## src/rtl/pwm_slice.sv

```systemverilog
module pwm_slice #(
  parameter int W    = 16,
  parameter int FRAC = 4
) (
  input  logic         clk,
  input  logic         rst_n,
  input  logic         en,
  input  logic [W-1:0] div_val,
  input  logic [W-1:0] top_val,
  input  logic [W-1:0] cmp_a_val,
  input  logic [W-1:0] cmp_b_val,
  input  logic         phase_correct,
  input  logic         adv_req,
  input  logic         ret_req,
  output logic         out_a,
  output logic         out_b,
  output logic         adv_busy,
  output logic         ret_busy,
  output logic [W-1:0] count,
  output logic         dir_down
);

  localparam logic [W:0]   ONE  = (W+1)'(2**FRAC);
  localparam logic [W-1:0] UNIT = W'(1);

  logic [W:0]   acc, acc_sum, div_eff;
  logic         tick, adv_fire, step;
  logic [W-1:0] top_r, cmp_a_r, cmp_b_r;
  logic         pc_r;
  logic [W-1:0] nxt_cnt, dec_cnt;
  logic         nxt_dir, reload;

  assign div_eff  = ({1'b0, div_val} < ONE) ? ONE : {1'b0, div_val};
  assign acc_sum  = acc + ONE;
  assign tick     = en && (acc_sum >= div_eff);
  assign adv_fire = en && !tick && adv_busy;
  assign step     = (tick && !ret_busy) || adv_fire;
  assign dec_cnt  = count - UNIT;

  assign out_a = cmp_a_r > count;
  assign out_b = cmp_b_r > count;

  always_comb begin
    nxt_cnt = count;
    nxt_dir = dir_down;
    reload  = 1'b0;
    if (!pc_r) begin
      nxt_dir = 1'b0;
      if (count >= top_r) begin
        nxt_cnt = '0;
        reload  = 1'b1;
      end else begin
        nxt_cnt = count + UNIT;
      end
    end else if (!dir_down && count < top_r) begin
      nxt_cnt = count + UNIT;
    end else if (!dir_down && top_r == '0) begin
      nxt_cnt = '0;
      reload  = 1'b1;
    end else begin
      nxt_cnt = dec_cnt;
      if (dec_cnt == '0) begin
        nxt_dir = 1'b0;
        reload  = 1'b1;
      end else begin
        nxt_dir = 1'b1;
      end
    end
  end

  always_ff @(posedge clk) begin
    if (!rst_n) begin
      acc <= '0;
    end else if (en) begin
      acc <= tick ? acc_sum - div_eff : acc_sum;
    end
  end

  always_ff @(posedge clk) begin
    if (!rst_n) begin
      adv_busy <= 1'b0;
      ret_busy <= 1'b0;
    end else begin
      adv_busy <= adv_req | (adv_busy & ~adv_fire);
      ret_busy <= ret_req | (ret_busy & ~tick);
    end
  end

  always_ff @(posedge clk) begin
    if (!rst_n) begin
      count    <= '0;
      dir_down <= 1'b0;
      top_r    <= '0;
      cmp_a_r  <= '0;
      cmp_b_r  <= '0;
      pc_r     <= 1'b0;
    end else if (step) begin
      count    <= nxt_cnt;
      dir_down <= nxt_dir;
      if (reload) begin
        top_r   <= top_val;
        cmp_a_r <= cmp_a_val;
        cmp_b_r <= cmp_b_val;
        pc_r    <= phase_correct;
      end
    end
  end

endmodule

```

## config.mk

```make
export PLATFORM = sky130hd
export DESIGN_NAME = pwm_slice
export DESIGN_NICKNAME = d
export VERILOG_FILES = /design/src/rtl/pwm_slice.sv
export SDC_FILE = /design/constraint.sdc
export NUM_CORES = 1
export LEC_CHECK = 0
export BUFFER_PORTS_ARGS = -buffer_cell sky130_fd_sc_hd__buf_2
export CAP_MARGIN = 0
export CORE_UTILIZATION = 59
export DETAILED_ROUTE_END_ITERATION = 8
export HOLD_SLACK_MARGIN = 0.05
export PLACE_DENSITY = 0.82
export SLEW_MARGIN = 20
export SYNTH_ARGS = -nofsm -noshare
export SYNTH_HDL_FRONTEND = slang
export SYNTH_SLANG_ARGS = --single-unit
```

## constraint.sdc

```tcl
create_clock -name clk -period 3.8 [get_ports clk]
set_input_delay 0 -clock clk [delete_from_list [all_inputs] [get_ports clk]]
set_output_delay 0 -clock clk [all_outputs]
set_load 0.005 [all_outputs]
```

# After elaboration in Yosys (flattened, before gate mapping)
# Index checks and enable logic that the tools add are counted.
[classes]
addsub = 4
n_lt_le_gt_ge = 6
eq_ne = 2
mux = 15
n_bitwise = 6
reduce_logical = 14
[ops]
columns = ["operator", "count"]
rows = [
  ["$mux 16", 5],
  ["$gt 16x16->1", 2],
  ["$logic_not 16->1", 2],
  ["$add 17x5->17 const B", 1],
  ["$ge 17x16->1", 1],
  ["$mux 17", 1],
  ["$sub 17x16->17", 1],
  ["$add 16x1->16 const B", 1],
  ["$ge 16x16->1", 1],
  ["$lt 16x16->1", 1],
  ["$lt 16x5->1 const B", 1],
  ["$sub 16x1->16 const B", 1],
  ["$mux 1", 9],
  ["$logic_and 1x1->1", 6],
  ["$ne 2x2->1 const B", 2],
  ["$logic_not 1->1", 3],
  ["$reduce_and 3->1", 1],
  ["$and 1x1->1", 2],
  ["$not 1->1", 2],
  ["$or 1x1->1", 2],
  ["$reduce_and 2->1", 1],
  ["$logic_or 1x1->1", 1],
]
[totals]
register_bits = 85
inputBits = 70
output_inout_bits = 21
word_cells = 56

# Logic depth before layout (Yosys ltp)
[depth]
depth_word = 10
mapped_depth = 16
depth_no_buf = 14

# Worst setup path after synthesis
# Ideal clock, no wire load.
[synth_path]
path_type = "register to register"
startpoint = "register acc[4]"
endpoint = "register count[3]"
setup_ps = 71
arrival_time_ps = 3329
required_time_ps = 3729
path_slack_ps = 400
stages_incl_launch_ff = 17
period_less_slack_ps = 3400
cell_sequence = "dfxtp_1 ha_1 and3_1 nand3_1 nor2_1 xor2_1 ha_1 a21oi_1 inv_1 a221oi_1 nand2_1 nor3_1 or2_2 clkbuf_1 clkbuf_1 o21ai_1 a21oi_1"
[synth_via]
elab_chain_cells = 7
[synth_rtl]
columns = ["element", "line", "source"]
rows = [
  ["start, declared", "26", "logic [W:0] acc, acc_sum, div_eff;"],
  ["start signal, assigned", "75", "acc <= tick ? acc_sum - div_eff : acc_sum;"],
  ["$add 17x5->17 (*)", "34", "assign acc_sum = acc + ONE;"],
  ["$ge 17x16->1 (*)", "35", "assign tick = en && (acc_sum >= div_eff);"],
  ["$logic_and 1x1->1 (*)", "35", ""],
  ["$logic_not 1->1", "36", "assign adv_fire = en && !tick && adv_busy;"],
  ["$logic_and 1x1->1 (2 in a row)", "36", ""],
  ["$logic_or 1x1->1 (*)", "37", "assign step = (tick && !ret_busy) || adv_fire;"],
  ["end signal, assigned", "98", "count <= nxt_cnt;"],
  ["end, declared", "19", "output logic [W-1:0] count,"],
]
# Every way passes the cells marked *; elsewhere a longest branch is shown, timed or not.
# A chain may end at the register's enable or synchronous reset.

# Worst setup path after layout
[layout_path]
startpoint = "register acc[4]"
endpoint = "register pc_r"
[layout_via]
elab_chain_cells = 8
[layout_rtl]
columns = ["element", "line", "source"]
rows = [
  ["$add 17x5->17 (*)", "34", ""],
  ["$ge 17x16->1 (*)", "35", ""],
  ["$logic_and 1x1->1 (*)", "35", ""],
  ["$logic_not 1->1", "36", ""],
  ["$logic_and 1x1->1 (2 in a row)", "36", ""],
  ["$logic_or 1x1->1 (*)", "37", ""],
  ["$reduce_and 2->1 (no line) (*)", "-", ""],
  ["end signal, assigned", "104", "pc_r <= phase_correct;"],
  ["end, declared", "29", "logic pc_r;"],
]
# Marks and branches as above.

==> results.py <==
metrics = {
    "outcome": {
        "status": "finished clean",
    },
    "critical_path": {
        "worstSetupStartpointType": "flip-flop",
        "cp-end-kind": "flip-flop",
        "r2r_end": "pc_r",
        "worstPathRequired_ns": 4.05,
        "r2r_setup_slack_ns": 0.14,
        "crit_fanout": 27,
        "reg2reg_from": "acc[4]",
        "critical_path_class": "reg2reg",
        "rr_worst_depth": 15,
        "cp.arrival_ns": 3.91,
    },
    "global_route": {
        "grt_pass1_vias": 6117,
        "antenna_found_initial": 0,
        "grt_pass1_wl_mm": 28.61,
        "grt-ovfl-total": 0,
        "grtUsageTotal_pct": 32.11,
        "grt_max_degree": 63,
    },
    "layout": {
        "final_common_cell": "nand2_1",
        "insertedDiodeCount": 0,
        "layout.nets": 1125,
        "final_cell_mix": "nand2_1 (112), buf_2 (89), dfxtp_1 (85)",
        "syn_to_final_growth_pct": 21.20,
        "layout-drive-gt1-share_pct": 14.33,
        "final_core_util_pct": 74.01,
    },
    "hold_path": {
        "min_path_type": "in2reg",
        "holdCritStartpoint": "div_val[0]",
        "whs_path_depth": 4,
        "min_to": "acc[0]",
    },
    "logic_synthesis": {
        "synthFlopType": "dfxtp_1",
        "syn_area_sq_mm": 0.006332,
        "synthArstFlopShare_pct": 0,
        "yosys.area.top_type_share_pct": 26.87,
        "synth_cells": 862,
        "yosysTopAreaCell": "dfxtp_1",
        "synth_edf_count": 0,
        "ys_ff_latch": 85,
        "synth_area_leaders": "dfxtp_1 (27%), ha_1 (13%), nand2_1 (6.6%)",
        "yosysWarnings": 0,
        "avgSynthCellArea_sq_um": 7.346,
        "ys_seq_area_share_pct": 26.87,
        "synth_fp_nets": 1001,
        "yosysUniqueCellTypes": 67,
    },
    "floorplan": {
        "die_area_sq_mm": 0.01115,
        "coreArea_sq_mm": 0.01037,
        "rows": 37,
        "start_util_pct": 61.06,
        "fp.dieW_microns": 105.6,
        "die_y_microns": 105.6,
        "num_io_pins": 91,
    },
    "sta": {
        "finalHoldViolCount": 0,
        "finalSetupViolCount": 0,
        "worstMarginPinSlew_ns": 0.8791,
        "finClkSkew_ns": 0.01618,
        "slew_headroom_pct": 41.39,
        "drv_slew": 0,
        "fin_crit_sh_pct": 96.29,
        "layout_min_cycle_time_ns": 3.659,
        "fmax_mhz": 273.3,
    },
    "power": {
        "p_total_uw": 5158,
        "p_leak_uw": 0.003360,
        "power_density_mw_per_mm2": 672.1,
        "max-vdd-ir-drop_uv": 505.1,
    },
    "clocking": {
        "cts_root_buf": "clkbuf_8",
        "h-tree-depth": 3,
        "insertion_delay_ns": 0.37,
        "cts_sinks": 85,
        "cts.clk_slew.worst_paths_ns": 0.09,
        "clock_path_buffers": 2,
        "cts_inserted_buffers": 9,
        "cts_tree": "yes",
    },
    "route": {
        "avgViaCountPerCell": 6.023,
        "ant_nets": 0,
        "drtPass1Iterations": 6,
        "drc": 0,
        "vias": 6788,
        "drt_iter0_markers": 588,
        "wl_per_cell_microns": 16.37,
        "drt_wl_total_mm": 18.45,
    },
    "run": {
        "cap_violations": 0,
    },
    "placed_design": {
        "post-dp-hpwl_mm": 12.18,
        "port_buffers": 90,
        "gp_congestion": 0.8911,
    },
}
## kinds of logic after synthesis
| logic type | synth area share (%) |
|---|---|
| multiplexers | 0.4940 |
| AND/OR/NAND/NOR | 24.50 |
| AO/OA/AOI/OAI | 23.06 |
| XOR/XNOR | 3.873 |
| flip-flops | 26.87 |
| buffers and inverters | 7.449 |
| adder cells (fa/ha/maj) | 13.75 |
## through the flow
| stage | setup TNS [ns] | hold WS, ns | worst slack, ns | std cells | cell area [sq um] |
|---|---|---|---|---|---|
| floorplan | 0 | 0.1174 | 0.4002 | 862 | 6332 |
| global placement | 0 | 0.2088 | 0.1960 | 1054 | 6893 |
| detailed placement | 0 | 0.2249 | 0.03932 | 1054 | 6893 |
| CTS | 0 | 0.09665 | 0.01535 | 1121 | 7577 |
| global route | -0.3369 | 0.1196 | -0.07740 | 1127 | 7675 |
| finish | 0 | 0.1037 | 0.1408 | 1127 | 7675 |
## cell type report
class	count	area [sq um]
Multi-Input combinational cell	660	4185
Fill cell	795	2695
Tap cell	136	170.2
Inverter	66	247.7
Timing Repair Buffer	164	1196
Sequential cell	85	1702
Clock inverter	6	46.29
Clock buffer	10	127.6
## synth_stat cells (7+ instances only)
cell type	n
a211oi_1	8
a21o_1	7
a21oi_1	55
a31oi_1	9
and3_1	11
clkbuf_1	40
dfxtp_1	85
ha_1	68
inv_1	65
nand2_1	112
nand3_1	71
nand4_1	9
nor2_1	48
nor3_1	23
nor4_1	14
o21a_1	12
o21ai_0	46
o21ai_1	50
o32ai_1	7
or3_1	7
xnor2_1	18
xor2_1	10
## how the worst max path moves through the flow
stage | startpoint | endpoint | slack, ns
after detailed placement | acc[4] | count[4] | 0.04
final | acc[4] | pc_r | 0.14
after global routing | acc[4] | pc_r | -0.08
after floorplan | acc[4] | count[3] | 0.40
after CTS | acc[4] | count[4] | 0.02
after global placement | acc[4] | dir_down | 0.20
## power breakdown
| group | switching [uW] | total (uW) | internal (uW) |
|---|---|---|---|
| Combinational | 1930 | 3270 | 1340 |
| Clock | 356 | 599 | 243 |
| Sequential | 184 | 1290 | 1100 |
| Total | 2470 | 5160 | 2690 |
## metal layers
layer | up-vias | track usage, % | routed length, microns
li1 | 3326 | - | -
met1 | 3078 | 42.34 | 7909
met2 | 328 | 51.69 | 8491
met3 | 56 | 6.246 | 1479
met4 | 0 | 12.60 | 566
met5 | - | 0 | 0
## registers in the layout, indices dropped and copies added, names as in the netlist
| signal | cells |
|---|---|
| acc | 17 |
| cmp_a_r | 16 |
| cmp_b_r | 16 |
| count | 16 |
| top_r | 16 |
| adv_busy | 1 |
| dir_down | 1 |
| pc_r | 1 |
| ret_busy | 1 |
## critical path, cell delays in order (launching register included)
cell      delay, ns
dfxtp_1        0.38
ha_2           0.24
and3_1         0.23
nand3_1        0.20
nor2_2         0.19
xor2_1         0.18
ha_1           0.31
a21oi_1        0.24
inv_1          0.06
a221oi_1       0.24
nand2_1        0.18
nor3_2         0.38
o211ai_4       0.14
buf_4          0.18
buf_12         0.15
o221a_1        0.25
## repair_timing
action	4_1_cts	5_1_grt
buffers inserted	0	4
hold buffers	51	0
hold endpoints to repair	51	0
endpoints found under the setup margin	0	80
gates resized for setup	0	6
Note: power is estimated with default switching activity, not from simulation.
